**config.mk**
```make
export PLATFORM = sky130hd
export DESIGN_NAME = fm_gate_ctrl
export DESIGN_NICKNAME = d
export VERILOG_FILES = /design/src/rtl/fm_gate_pkg.sv /design/src/rtl/fm_state_reg.sv /design/src/rtl/fm_next_logic.sv /design/src/rtl/fm_gate_ctrl.sv
export SDC_FILE = /design/constraint.sdc
export NUM_CORES = 1
export LEC_CHECK = 0
export BUFFER_PORTS_ARGS = -buffer_cell sky130_fd_sc_hd__buf_4
export CAP_MARGIN = 10
export CORE_AREA = 2 2 39 41
export DETAILED_ROUTE_END_ITERATION = 8
export DIE_AREA = 0 0 41 43
export GPL_ROUTABILITY_DRIVEN = 0
export PLACE_DENSITY = 0.31
export SYNTH_ARGS = -nofsm -noshare
export SYNTH_HDL_FRONTEND = slang
export SYNTH_SLANG_ARGS = --single-unit
```
**constraint.sdc**
```tcl
create_clock -name clk_i -period 1.06 [get_ports clk_i]
set_input_delay 0.212 -clock clk_i [delete_from_list [all_inputs] [get_ports clk_i]]
set_output_delay 0.212 -clock clk_i [all_outputs]
set_load 0.1 [all_outputs]
```
**src/rtl/fm_gate_pkg.sv**
```systemverilog
package fm_gate_pkg;

   // Logical states of the measurement sequencer
   typedef enum logic [1:0] {
      ST_IDLE      = 2'd0,
      ST_GATE_OPEN = 2'd1,
      ST_DONE      = 2'd2
   } fm_state_e;

   localparam int unsigned NUM_STATES = 3;
   localparam int unsigned BIN_W      = $clog2(NUM_STATES);

   // Output values taken in the waiting state (also the reset values)
   localparam logic IDLE_GATE  = 1'b0;
   localparam logic IDLE_CLEAR = 1'b1;

endpackage

```
**src/rtl/fm_state_reg.sv**
```systemverilog
module fm_state_reg
   import fm_gate_pkg::*;
#(
   parameter bit ONE_HOT = 1'b0
) (
   input  logic      clk_i,
   input  logic      rst_i,
   input  fm_state_e nxt_state_i,
   input  logic      nxt_gate_i,
   input  logic      nxt_clear_i,
   output fm_state_e cur_state_o,
   output logic      gate_q_o,
   output logic      clear_q_o
);

   // Output flip-flops: loaded together with the state
   always_ff @(posedge clk_i or posedge rst_i) begin
      if (rst_i) begin
         gate_q_o  <= IDLE_GATE;
         clear_q_o <= IDLE_CLEAR;
      end else begin
         gate_q_o  <= nxt_gate_i;
         clear_q_o <= nxt_clear_i;
      end
   end

   generate
      if (ONE_HOT) begin : g_onehot
         localparam int unsigned OH_W = NUM_STATES;
         logic [OH_W-1:0] oh_q;
         logic [OH_W-1:0] oh_d;

         always_comb begin
            oh_d = '0;
            oh_d[nxt_state_i] = 1'b1;
         end

         always_ff @(posedge clk_i or posedge rst_i) begin
            if (rst_i) oh_q <= OH_W'(1) << ST_IDLE;
            else       oh_q <= oh_d;
         end

         always_comb begin
            cur_state_o = ST_IDLE;
            for (int i = 0; i < int'(OH_W); i++) begin
               if (oh_q[i]) cur_state_o = fm_state_e'(i);
            end
         end

         // exactly one state bit set at all times
         assert_onehot_legal_R9: assert property (@(posedge clk_i) disable iff (rst_i)
            $countones(oh_q) == 1)
            else $error("one-hot state register holds %b", oh_q);
      end else begin : g_binary
         logic [BIN_W-1:0] bin_q;

         always_ff @(posedge clk_i or posedge rst_i) begin
            if (rst_i) bin_q <= BIN_W'(ST_IDLE);
            else       bin_q <= BIN_W'(nxt_state_i);
         end

         assign cur_state_o = fm_state_e'(bin_q);

         // binary code stays within the defined states
         assert_binary_legal_R9: assert property (@(posedge clk_i) disable iff (rst_i)
            int'(bin_q) < int'(NUM_STATES))
            else $error("binary state register holds %0d", bin_q);
      end
   endgenerate

endmodule

```
**src/rtl/fm_next_logic.sv**
```systemverilog
module fm_next_logic
   import fm_gate_pkg::*;
(
   input  fm_state_e cur_state_i,
   input  logic      launch_i,
   input  logic      clear_q_i,
   output fm_state_e nxt_state_o,
   output logic      nxt_gate_o,
   output logic      nxt_clear_o
);

   always_comb begin
      nxt_state_o = cur_state_i;
      unique case (cur_state_i)
         ST_IDLE:      if (launch_i)  nxt_state_o = ST_GATE_OPEN;
         ST_GATE_OPEN:                nxt_state_o = ST_DONE;
         ST_DONE:      if (!launch_i) nxt_state_o = ST_IDLE;
         default:                     nxt_state_o = ST_IDLE;
      endcase
   end

   // Moore outputs of the state being entered; the done state leaves
   // the clear permission untouched, so it keeps the gate-open value.
   always_comb begin
      nxt_gate_o  = IDLE_GATE;
      nxt_clear_o = clear_q_i;
      unique case (nxt_state_o)
         ST_IDLE: begin
            nxt_gate_o  = IDLE_GATE;
            nxt_clear_o = IDLE_CLEAR;
         end
         ST_GATE_OPEN: begin
            nxt_gate_o  = 1'b1;
            nxt_clear_o = 1'b0;
         end
         ST_DONE: begin
            nxt_gate_o  = 1'b0;
            nxt_clear_o = clear_q_i;
         end
         default: begin
            nxt_gate_o  = IDLE_GATE;
            nxt_clear_o = IDLE_CLEAR;
         end
      endcase
   end

endmodule

```
**src/rtl/fm_gate_ctrl.sv**
```systemverilog
module fm_gate_ctrl
   import fm_gate_pkg::*;
#(
   parameter int ONE_HOT = 0
) (
   input  logic clk_i,
   input  logic rst_i,
   input  logic launch_i,
   output logic gate_en_o,
   output logic clear_allow_o
);

   initial begin
      assert (ONE_HOT == 0 || ONE_HOT == 1)
         else $error("ONE_HOT must be 0 or 1, got %0d", ONE_HOT);
   end

   fm_state_e cur_state;
   fm_state_e nxt_state;
   logic      nxt_gate;
   logic      nxt_clear;

   fm_next_logic u_next (
      .cur_state_i (cur_state),
      .launch_i    (launch_i),
      .clear_q_i   (clear_allow_o),
      .nxt_state_o (nxt_state),
      .nxt_gate_o  (nxt_gate),
      .nxt_clear_o (nxt_clear)
   );

   fm_state_reg #(.ONE_HOT(ONE_HOT != 0)) u_state (
      .clk_i       (clk_i),
      .rst_i       (rst_i),
      .nxt_state_i (nxt_state),
      .nxt_gate_i  (nxt_gate),
      .nxt_clear_i (nxt_clear),
      .cur_state_o (cur_state),
      .gate_q_o    (gate_en_o),
      .clear_q_o   (clear_allow_o)
   );

   // while reset is high, outputs sit at waiting values
   always @(negedge clk_i) begin
      if (rst_i) begin
         assert_reset_outputs_R1: assert (!gate_en_o && clear_allow_o && cur_state == ST_IDLE)
            else $error("outputs not at reset values during reset");
      end
   end

   assert_idle_stay_R2: assert property (@(posedge clk_i) disable iff (rst_i)
      (cur_state == ST_IDLE && !launch_i) |=> (cur_state == ST_IDLE && !gate_en_o && clear_allow_o))
      else $error("waiting state left without launch");

   assert_idle_launch_R3: assert property (@(posedge clk_i) disable iff (rst_i)
      (cur_state == ST_IDLE && launch_i) |=> (cur_state == ST_GATE_OPEN && gate_en_o && !clear_allow_o))
      else $error("launch did not open the gate");

   assert_gate_one_cycle_R4: assert property (@(posedge clk_i) disable iff (rst_i)
      gate_en_o |=> (!gate_en_o && cur_state == ST_DONE))
      else $error("gate open longer than one cycle");

   assert_done_hold_R5: assert property (@(posedge clk_i) disable iff (rst_i)
      (cur_state == ST_DONE && launch_i) |=> (cur_state == ST_DONE && !gate_en_o && !clear_allow_o))
      else $error("done state not held while launch high");

   assert_done_release_R6: assert property (@(posedge clk_i) disable iff (rst_i)
      (cur_state == ST_DONE && !launch_i) |=> (cur_state == ST_IDLE && clear_allow_o))
      else $error("done state did not return to waiting");

   assert_outputs_exclusive_R8: assert property (@(posedge clk_i) disable iff (rst_i)
      !(gate_en_o && clear_allow_o))
      else $error("gate and clear permission high together");

   // checker: remembers whether launch was sampled low since the last gate
   logic low_seen_q;
   always_ff @(posedge clk_i or posedge rst_i) begin
      if (rst_i)           low_seen_q <= 1'b1;
      else if (!launch_i)  low_seen_q <= 1'b1;
      else if (nxt_gate)   low_seen_q <= 1'b0;
   end

   assert_rearm_needs_low_R7: assert property (@(posedge clk_i) disable iff (rst_i)
      (!gate_en_o && nxt_gate) |-> low_seen_q)
      else $error("gate reopened without launch going low");

endmodule

```
==> flow_metrics.env <==
export IMPL_synthDistinctLibCells=8
export IMPL_yosys_area_top_type="dfrtp_1"
export IMPL_r2r_start="u_state.cur_state_o[0]$_DFF_PP0_"
export IMPL_syn_area_um2=145
export IMPL_critical_path_cell_chain="buf_12"
export IMPL_netlist_area_leader_share=0.517
export IMPL_grtUsageTotal=0.0483
export IMPL_routed_wl_um=247
export IMPL_nets=26
export IMPL_critPathKind="reg2out"
export IMPL_clk_insertion_delay_late_ps=240
export IMPL_finalHoldViolCount=0
export IMPL_cts_clk_slew_worst_paths_ps=40
export IMPL_crit_fanout=2
export IMPL_fin_crit_ps=1250
export IMPL_ctsRootBufferMaster="clkbuf_4"
export IMPL_setup_slack_ps=-185
export IMPL_crit_start="u_state.clear_q_o$_DFFE_PP1P_"
export IMPL_grt_pass1_wl_um=476
export IMPL_rows=14
export IMPL_slew_violations=0
export IMPL_grt_pass1_vias=119
export IMPL_synth_adder_area_share=0
export IMPL_drv_cap=0
export IMPL_routed_via_density=2.76
export IMPL_fin_crit_sh=1.17
export IMPL_synth_top_family_by_area="simple AND/OR/NAND/NOR gates"
export IMPL_fill_cells=151
export IMPL_required_ps=850
export IMPL_stdcell_area_um2=253
export IMPL_synth_seq_cells=4
export IMPL_setup_viol=1
export IMPL_multi_input_area_um2=36.3
export IMPL_rr_worst_depth=3
export IMPL_io_pins=5
export IMPL_muxShareOfSynthArea=0
export IMPL_chipWidth_um=41
export IMPL_clock_skew_ps=5.19
export IMPL_synth_simple_area_share=0.181
export IMPL_htree_levels=1
export IMPL_post_cts_buffers=0
export IMPL_synth_xor_xnor_area_share=0
export IMPL_yosys_warnings=0
export IMPL_cp_top_family="flip-flops"
export IMPL_synthTopCellsByArea="dfrtp_1 52%, dfstp_2 18%, nor2_1 7.8%, nand2b_2 6.0%, inv_1 5.2%"
export IMPL_die_area_um2=1760
export IMPL_cp_slowest_stage_delay_ps=620
export IMPL_path_depth=1
export IMPL_grt_max_degree=5
export IMPL_max_slew_worst_pin_slew_ps=201
export IMPL_dpl_cell_area_um2=200
export IMPL_die_h_um=43
export IMPL_max_freq_mhz=803
export IMPL_antenna_found_initial=0
export IMPL_floorplan_initialDensity=0.105
export IMPL_syn2layout_area_growth_pct=74.1
export IMPL_max_slew_margin=0.866
export IMPL_ys_seq_area_frac=0.698
export IMPL_vias=105
export IMPL_crit_buf_inv=1
export IMPL_hold_path_class="in2reg"
export IMPL_gr_total_overflow=0
export IMPL_end_kind="output pin"
export IMPL_rsz0062_at_grt="yes"
export IMPL_cp_start_kind="register"
export IMPL_clockBufferDepth=2
export IMPL_ant_nets=0
export IMPL_slowest_stage="dfstp_4"
export IMPL_numClockSinks=4
export IMPL_drive_gt1_frac=0.455
export IMPL_cp_endpoint="clear_allow_o"
export IMPL_violations="setup timing"
export IMPL_dr_pass1_iters=4
export IMPL_wire_per_inst_um=6.50
export IMPL_tritoncts="done"
export IMPL_cp_arrival_ps=1030
export IMPL_remaining_drc_errors=0
export IMPL_coreArea_um2=1380
export IMPL_synth_compound_area_share=0.0690
export IMPL_cts_made_buffers=3
export IMPL_syn_area_per_cell_um2=11.2
export IMPL_status="finished with violations"
export IMPL_regToRegSetupSlack_ps=220
export IMPL_r2r_end="u_state.clear_q_o$_DFFE_PP1P_"
export IMPL_syn_nets=16
export IMPL_synthCells=13
export IMPL_drtIter0Drc=5
export IMPL_io_buffer_count=4
export IMPL_ff_latch_area_um2=106
export IMPL_antenna_cells=0
-- worst min-delay path: stages --
cell      delay (ps)
buf_4            110
nand2b_2          80
nor2_1            40
-- timing repair --
action,in CTS,in global routing
endpoints found under the hold margin,3,0
hold buffers,1,0
pin swaps,0,0
gates resized for setup,4,0
endpoints found under the setup margin,2,1
-- logic make-up (layout without fill, tap and decap cells) --
kind of cell | Yosys count | after routing
and+or+nand+nor | 5 | 5
DFF | 4 | 4
AOI/OAI and AO/OA | 2 | 2
buffers and inverters | 2 | 11
-- metrics by stage --
stage / hold WS (ps) / setup TNS, ps / utilization / instances / setup WS (ps)
2_1_floorplan: -22.7 / 0 / - / 13 / 79.3
3_3_place_gp: 109 / -27.4 / 0.145 / 33 / -27.4
3_5_place_dp: 114 / -26.1 / 0.145 / 33 / -26.1
4_1_cts: 243 / -192 / 0.183 / 38 / -192
5_1_grt: 252 / -217 / 0.183 / 38 / -217
6_report: 246 / -185 / 0.183 / 38 / -185
-- final cells by class --
type                       count  share of cell area
multi-input combinational      7               0.144
timing repair buffer           5               0.223
sequential                     4               0.421
tap                           16              0.0792
inverter                       2              0.0297
clock buffer                   4               0.104
-- layout by cell type, fill, tap and decap left out, types with 2 or more instances in the layout --
cell type	netlist	final
nor2_1	3	3
clkbuf_4	0	3
inv_1	2	2
buf_4	0	2
dfrtp_1	3	2
-- Yosys cell counts --
cell      count
nand2b_2      1
inv_1         2
dfrtp_1       3
dfstp_2       1
nor2_1        3
o21ai_0       1
nand2b_1      1
a21oi_1       1
-- registers in the layout, summed over array words and instances, names as in the netlist --
register and flops:
u_state.cur_state_o 2, u_state.clear_q_o 1, u_state.gate_q_o 1
-- how the worst min path moves through the flow --
| stage | startpoint | endpoint | slack, ps | depth (start not counted) |
|---|---|---|---|---|
| 2_1_floorplan | rst_i | u_state.cur_state_o[0]$_DFF_PP0_ | -20 | 1 |
| 3_3_place_gp | rst_i | u_state.cur_state_o[0]$_DFF_PP0_ | 110 | 2 |
| 3_5_place_dp | rst_i | u_state.cur_state_o[0]$_DFF_PP0_ | 110 | 2 |
| 4_1_cts | launch_i | u_state.gate_q_o$_DFF_PP0_ | 240 | 3 |
| 5_1_grt | launch_i | u_state.gate_q_o$_DFF_PP0_ | 250 | 3 |
| 6_report | launch_i | u_state.gate_q_o$_DFF_PP0_ | 250 | 3 |
-- routing by layer --
metal / global-route usage / wire length, µm
met5: 0 / 0
met2: 0.0438 / 74
met1: 0.0519 / 126
met4: 0.0400 / 0
met3: 0.0628 / 46
Power is not shown: default switching activity piles up to over one toggle a cycle in this logic, so the estimate is an artifact.
